--- src/rtl/gft_pkg.sv ---
package gft_pkg;
  typedef enum logic [1:0] {
    ST_IDLE  = 2'd0,
    ST_START = 2'd1,
    ST_DATA  = 2'd2
  } gft_state_e;

  function automatic int unsigned idx_width(input int unsigned n);
    return (n > 1) ? $clog2(n) : 1;
  endfunction
endpackage

--- src/rtl/gft_rst_sync.sv ---
module gft_rst_sync (
  input  logic clk,
  input  logic rst_n,
  output logic rst_sync_n
);
  logic s1_q, s2_q;

  always_ff @(posedge clk or negedge rst_n) begin
    if (!rst_n) begin
      s1_q <= 1'b0;
      s2_q <= 1'b0;
    end else begin
      s1_q <= 1'b1;
      s2_q <= s1_q;
    end
  end

  assign rst_sync_n = s2_q;
endmodule

--- src/rtl/gft_bit_timer.sv ---
module gft_bit_timer #(
  parameter int unsigned BIT_CYCLES = 6
) (
  input  logic clk,
  input  logic rst_n,
  input  logic restart_i,
  output logic tick_o
);
  localparam int unsigned CW = gft_pkg::idx_width(BIT_CYCLES);
  localparam logic [CW-1:0] LAST = CW'(BIT_CYCLES - 1);

  logic [CW-1:0] cyc_q, cyc_n;

  always_comb begin
    tick_o = (cyc_q == LAST);
    if (restart_i || tick_o) cyc_n = '0;
    else                     cyc_n = cyc_q + 1'b1;
  end

  always_ff @(posedge clk or negedge rst_n) begin
    if (!rst_n) cyc_q <= '0;
    else        cyc_q <= cyc_n;
  end

  // the cycle counter never leaves the bit period
  assert_cyc_bound_R4: assert property (@(posedge clk) disable iff (!rst_n)
    cyc_q <= LAST);
endmodule

--- src/rtl/gft_gap_tracker.sv ---
module gft_gap_tracker #(
  parameter int unsigned GAP_BITS = 5
) (
  input  logic clk,
  input  logic rst_n,
  input  logic clear_i,
  input  logic tick_i,
  output logic gap_ok_o
);
  localparam int unsigned GW = gft_pkg::idx_width(GAP_BITS + 1);
  localparam logic [GW-1:0] GAP_MAX = GW'(GAP_BITS);

  logic [GW-1:0] cnt_q, cnt_n;
  logic          cnt_en;

  always_comb begin
    cnt_en   = tick_i && (cnt_q != GAP_MAX);
    gap_ok_o = (cnt_q == GAP_MAX);
    if (clear_i)     cnt_n = '0;
    else if (cnt_en) cnt_n = cnt_q + 1'b1;
    else             cnt_n = cnt_q;
  end

  always_ff @(posedge clk or negedge rst_n) begin
    if (!rst_n) cnt_q <= '0;
    else        cnt_q <= cnt_n;
  end

  // the idle bit count saturates at the gap length
  assert_gap_cap_R2: assert property (@(posedge clk) disable iff (!rst_n)
    cnt_q <= GAP_MAX);
  // the gap only grows by one bit per bit tick
  assert_gap_step_R2: assert property (@(posedge clk) disable iff (!rst_n)
    (!clear_i && !tick_i) |=> $stable(cnt_q));
endmodule

--- src/rtl/gft_nibble_hold.sv ---
module gft_nibble_hold #(
  parameter int unsigned DATA_W = 4
) (
  input  logic                                    clk,
  input  logic                                    rst_n,
  input  logic                                    load_i,
  input  logic [DATA_W-1:0]                       data_i,
  input  logic [gft_pkg::idx_width(DATA_W)-1:0]   sel_i,
  output logic                                    bit_o
);
  logic [DATA_W-1:0] hold_q, hold_n;

  always_comb begin
    hold_n = load_i ? data_i : hold_q;
    bit_o  = hold_q[sel_i];
  end

  always_ff @(posedge clk or negedge rst_n) begin
    if (!rst_n) hold_q <= '0;
    else        hold_q <= hold_n;
  end

  // the captured nibble only changes on a load
  assert_hold_keep_R6: assert property (@(posedge clk) disable iff (!rst_n)
    !load_i |=> $stable(hold_q));
endmodule

--- src/rtl/gapframe_tx.sv ---
module gapframe_tx
  import gft_pkg::*;
#(
  parameter int unsigned BIT_CYCLES = 6,
  parameter int unsigned GAP_BITS   = 5,
  parameter int unsigned DATA_W     = 4
) (
  input  logic              clk,
  input  logic              rst_n,
  input  logic              req_valid,
  input  logic [DATA_W-1:0] req_data,
  output logic              req_ready,
  output logic              line_out,
  output logic              busy
);
  localparam int unsigned IW = idx_width(DATA_W);
  localparam logic [IW-1:0] LAST_IDX = IW'(DATA_W - 1);

  logic          rst_i_n;
  gft_state_e    st_q, st_n;
  logic [IW-1:0] idx_q, idx_n;
  logic          line_q, line_n;
  logic          accept, tick, gap_ok, restart, load, gap_clear, cur_bit;

  gft_rst_sync u_rst (
    .clk       (clk),
    .rst_n     (rst_n),
    .rst_sync_n(rst_i_n)
  );

  gft_bit_timer #(.BIT_CYCLES(BIT_CYCLES)) u_timer (
    .clk      (clk),
    .rst_n    (rst_i_n),
    .restart_i(restart),
    .tick_o   (tick)
  );

  gft_gap_tracker #(.GAP_BITS(GAP_BITS)) u_gap (
    .clk     (clk),
    .rst_n   (rst_i_n),
    .clear_i (gap_clear),
    .tick_i  (tick),
    .gap_ok_o(gap_ok)
  );

  gft_nibble_hold #(.DATA_W(DATA_W)) u_hold (
    .clk   (clk),
    .rst_n (rst_i_n),
    .load_i(load),
    .data_i(req_data),
    .sel_i (idx_n),
    .bit_o (cur_bit)
  );

  always_comb begin
    st_n    = st_q;
    idx_n   = idx_q;
    line_n  = line_q;
    restart = 1'b0;
    load    = 1'b0;
    accept  = (st_q == ST_IDLE) && gap_ok && req_valid;
    unique case (st_q)
      ST_IDLE: begin
        if (accept) begin
          st_n    = ST_START;
          idx_n   = '0;
          line_n  = 1'b0;
          restart = 1'b1;
          load    = 1'b1;
        end
      end
      ST_START: begin
        if (tick) begin
          st_n   = ST_DATA;
          line_n = cur_bit;
        end
      end
      ST_DATA: begin
        if (tick) begin
          if (idx_q == LAST_IDX) begin
            st_n    = ST_IDLE;
            line_n  = 1'b1;
            restart = 1'b1;
          end else begin
            idx_n  = idx_q + 1'b1;
            line_n = cur_bit;
          end
        end
      end
      default: begin
        st_n   = ST_IDLE;
        line_n = 1'b1;
      end
    endcase
    gap_clear = (st_q != ST_IDLE) || accept;
  end

  always_ff @(posedge clk or negedge rst_i_n) begin
    if (!rst_i_n) begin
      st_q   <= ST_IDLE;
      idx_q  <= '0;
      line_q <= 1'b1;
    end else begin
      st_q   <= st_n;
      idx_q  <= idx_n;
      line_q <= line_n;
    end
  end

  assign busy      = (st_q != ST_IDLE);
  assign req_ready = (st_q == ST_IDLE) && gap_ok;
  assign line_out  = line_q;

  // a frame always opens with the line low
  assert_start_low_R3: assert property (@(posedge clk) disable iff (!rst_i_n)
    $rose(busy) |-> !line_out);
  // a frame only begins after a ready-and-valid edge
  assert_accept_ready_R7: assert property (@(posedge clk) disable iff (!rst_i_n)
    $rose(busy) |-> $past(req_ready && req_valid));
  // the line rests high whenever no frame is running
  assert_idle_high_R8: assert property (@(posedge clk) disable iff (!rst_i_n)
    !busy |-> line_out);
  // a frame ends straight into idle, with the gap restarted
  assert_end_idle_R5: assert property (@(posedge clk) disable iff (!rst_i_n)
    $fell(busy) |-> (line_out && !req_ready));
endmodule

--- config.mk ---
export PLATFORM = sky130hd
export DESIGN_NAME = gapframe_tx
export DESIGN_NICKNAME = d
export VERILOG_FILES = /design/src/rtl/gft_pkg.sv /design/src/rtl/gft_rst_sync.sv /design/src/rtl/gft_bit_timer.sv /design/src/rtl/gft_gap_tracker.sv /design/src/rtl/gft_nibble_hold.sv /design/src/rtl/gapframe_tx.sv
export SDC_FILE = /design/constraint.sdc
export NUM_CORES = 1
export LEC_CHECK = 0
export ABC_CLOCK_PERIOD_IN_PS = 1220
export CAP_MARGIN = 20
export CORE_MARGIN = 1
export CORE_UTILIZATION = 52
export CTS_BUF_LIST = sky130_fd_sc_hd__clkbuf_16
export CTS_CLUSTER_SIZE = 30
export DETAILED_ROUTE_END_ITERATION = 8
export HOLD_SLACK_MARGIN = 0.06
export PLACE_DENSITY = 0.75
export SLEW_MARGIN = 20
export SYNTH_ARGS = -nofsm -noshare
export SYNTH_HDL_FRONTEND = slang
export SYNTH_SLANG_ARGS = --single-unit
--- constraint.sdc ---
create_clock -name clk -period 1.22 [get_ports clk]
set_input_delay 0.122 -clock clk [delete_from_list [all_inputs] [get_ports clk]]
set_output_delay 0.122 -clock clk [all_outputs]
set_load 0.02 [all_outputs]
==> results.cfg <==
[setup_path]
worstSetupEndpointType = register
slowest_delay_ns = 0.44
cp_cell_sequence = inv_2, ha_4, nand3_2, or2_4, a32o_2, mux4_2, o2bb2ai_2
worst-path-buf-inv = 1
crit_type = register to register
start_kind = register
crit_slowest_cell = mux4_2
cp_data_required_time_ns = 1.40
critPathMaxFanout = 2
critPathArrivalTime_ns = 2.06
crit_family = multiplexers

[yosys]
avgSynthCellArea_um2 = 10.5
synthFlopType = dfrtp_1
ys_warn_count = 0
synth_fp_nets = 91
synth.area.top_cells = dfrtp_1 (47%), ha_1 (5.9%), mux2_1 (5.3%)
yosys_register_bits = 17
synth_edf_count = 0
synth_top_area_share_pct = 47.5
async_reset_ff_share_pct = 100
yosysTopAreaCell = dfrtp_1
synth_seq_area_share_pct = 50.6
yosysUniqueCellTypes = 28
syn_inst = 80
syn_area_um2 = 843

[global_route]
met1_usage_pct = 34.4
antenna_found_initial = 0
grt_pass1_vias = 747
grt_max_degree = 16
grt-busiest-layer = met2
grtUsageTotal_pct = 25.0
grt_pass1_wl_um = 3280
grt_use_met3_pct = 5.60
met2_usage_pct = 38.5
gr-total-overflow = 0

[sta]
setup_viol = 16
period_minus_slack_ns = 1.88
finalClockSkew_ns = 0.00308
hold_viol_final = 0
fmax_mhz = 531
finalWorstSetupSlack_ns = -0.664
hold_ws_ns = 0.202
rsz0062_at_grt = yes
maxSlewViolCount = 0
final.period_utilization_pct = 154

[routing]
via_per_inst = 5.98
ant_nets = 0
drc = 0
vias = 801
drt-total-wl_um = 2730
first_iter_violations = 26
wire_per_inst_um = 20.4
first_pass_iters = 4

[pwr]
total_leakage_power_nw = 0.657
switchingPower_mw = 0.236
pwr-share-clk_pct = 51.9
power_density_mw_per_mm2 = 928
fin_total_pwr_mw = 1.27
internal_power_mw = 1.03
sw_frac_of_total_pct = 18.7
vdd_drop_max_mv = 1.07
pwr-share-comb_pct = 3.2
seqPwrFrac_pct = 44.9

[placed_design]
gp_congestion = 0.783
port-buffer-count = 9
dp.cells = 120
dp_hpwl_um = 1260

[clock_network]
cts_tree = built
numClockSinks = 17
path_clk_slew_ns = 0.05
clockBufferDepth = 2
numCtsBuffers = 3
cts_root_buffer = clkbuf_16
insertion_delay_ns = 0.25
cts_max_level = 1

[layout]
layout.cells.non_filler = 134
diodes = 0
fin_nets = 130
area_growth_syn_to_layout_pct = 61.9
drive_gt1_share_pct = 53.4

[floorplanning]
core_region_area_mm2 = 0.00151
start_util_pct = 56.0
chipHeight_um = 42.3
row_count = 14
fp.dieW_um = 42.3
die_area_mm2 = 0.00179
ioPinCount = 10

[run]
cap_violations = 0

[status]
status = complete, but fails checks
failed_checks = setup timing

[hold_path]
hold_class = register to asynchronous set/reset pin
==> kinds of logic after synthesis <==
group,after synthesis,synth area share [%]
AOI/OAI and AO/OA,14,10.8
other,1,0.445
and+or+nand+nor,30,16.0
xor gates and xnor gates,1,1.04
adders and majority gates,5,7.12
muxes,5,8.01
buffers and inverters,7,5.93
DFF,17,50.6
==> placed cells by master (no fill, tap or decap), types with 3 or more instances in the layout <==
master            n
nand2_4           4
nand2_1           5
nor2_2            3
clkbuf_16         3
buf_4            23
o21ai_1           3
mux2_4            4
clkdlybuf4s50_1   6
nor2_1            8
buf_6             8
dfrtp_1          16
==> worst paths after layout <==
check | startpoint | to | slack (ns) | cells past startpoint
max in group asynchronous | rst_n | u_rst.s1_q | 0.52 | 2
min in group clk | u_rst.s1_q | u_rst.rst_sync_n | 0.35 | 0
min reg2reg | u_rst.rst_sync_n | u_gap.cnt_q[0] | 0.20 | 1
max | u_gap.cnt_q[1] | line_out | -0.66 | 7
min | u_rst.rst_sync_n | u_gap.cnt_q[0] | 0.20 | 1
max reg2reg | u_gap.cnt_q[1] | line_out | -0.66 | 7
==> state kept, by name (all words and copies together), names as in the netlist <==
signal,cells
u_rst.s1_q,1
u_hold.hold_q,4
u_gap.cnt_q,3
idx_q,2
st_q,2
u_rst.rst_sync_n,1
u_timer.cyc_q,3
line_out,1
==> routing by layer <==
layer | vias up | wire (um)
met4 | 0 | 83
met2 | 53 | 1380
li1 | 346 | -
met3 | 12 | 238
met1 | 390 | 1030
met5 | - | 0
==> power by group through the flow <==
stage / sequential (mW) / clock, mW / combinational, mW
floorplan: 0.585 / 0 / 0.000468
global placement: 0.578 / 0 / 0.0346
detailed placement: 0.578 / 0 / 0.0358
CTS: 0.569 / 0.669 / 0.0384
global route: 0.569 / 0.694 / 0.0445
finish: 0.569 / 0.657 / 0.0402
==> synthesized netlist by cell type, types with 2 or more instances <==
cell type / instances
a31oi_1: 3
or2_1: 2
nand2_1: 10
a21oi_1: 3
ha_1: 4
buf_6: 3
mux2_1: 4
o21ai_0: 3
inv_1: 2
dfrtp_1: 16
nand3_1: 2
nor2_1: 11
o2bb2ai_1: 2
==> through the flow <==
step                TNS (ns)  instance area (um2)  util, %  setup slack, ns
detailed placement     -3.73                 1070     71.3           -0.616
global placement       -3.37                 1070     71.3           -0.571
CTS                    -3.65                 1230     81.6           -0.553
global route           -5.28                 1370     90.6           -0.693
finish                 -4.74                 1370     90.6           -0.664
floorplan              -3.58                  867        -           -0.800
==> cell type report <==
| cell class | instances | area [um2] |
|---|---|---|
| sequential | 17 | 427 |
| tap | 16 | 20.0 |
| timing repair buffer | 39 | 343 |
| clock buffer | 3 | 75.1 |
| clock inverter | 1 | 5.00 |
| multi-input combinational | 56 | 488 |
| fill | 53 | 141 |
| inverter | 2 | 7.51 |
==> repair_timing <==
action | 4_1_cts | 5_1_grt
setup buffers | 5 | 5
endpoints found under the hold margin | 2 | 0
hold buffers | 1 | 0
setup endpoints to repair | 17 | 17
pin swaps | 4 | 6
gates resized for setup | 23 | 26
Power figures use the tool's default switching activity.
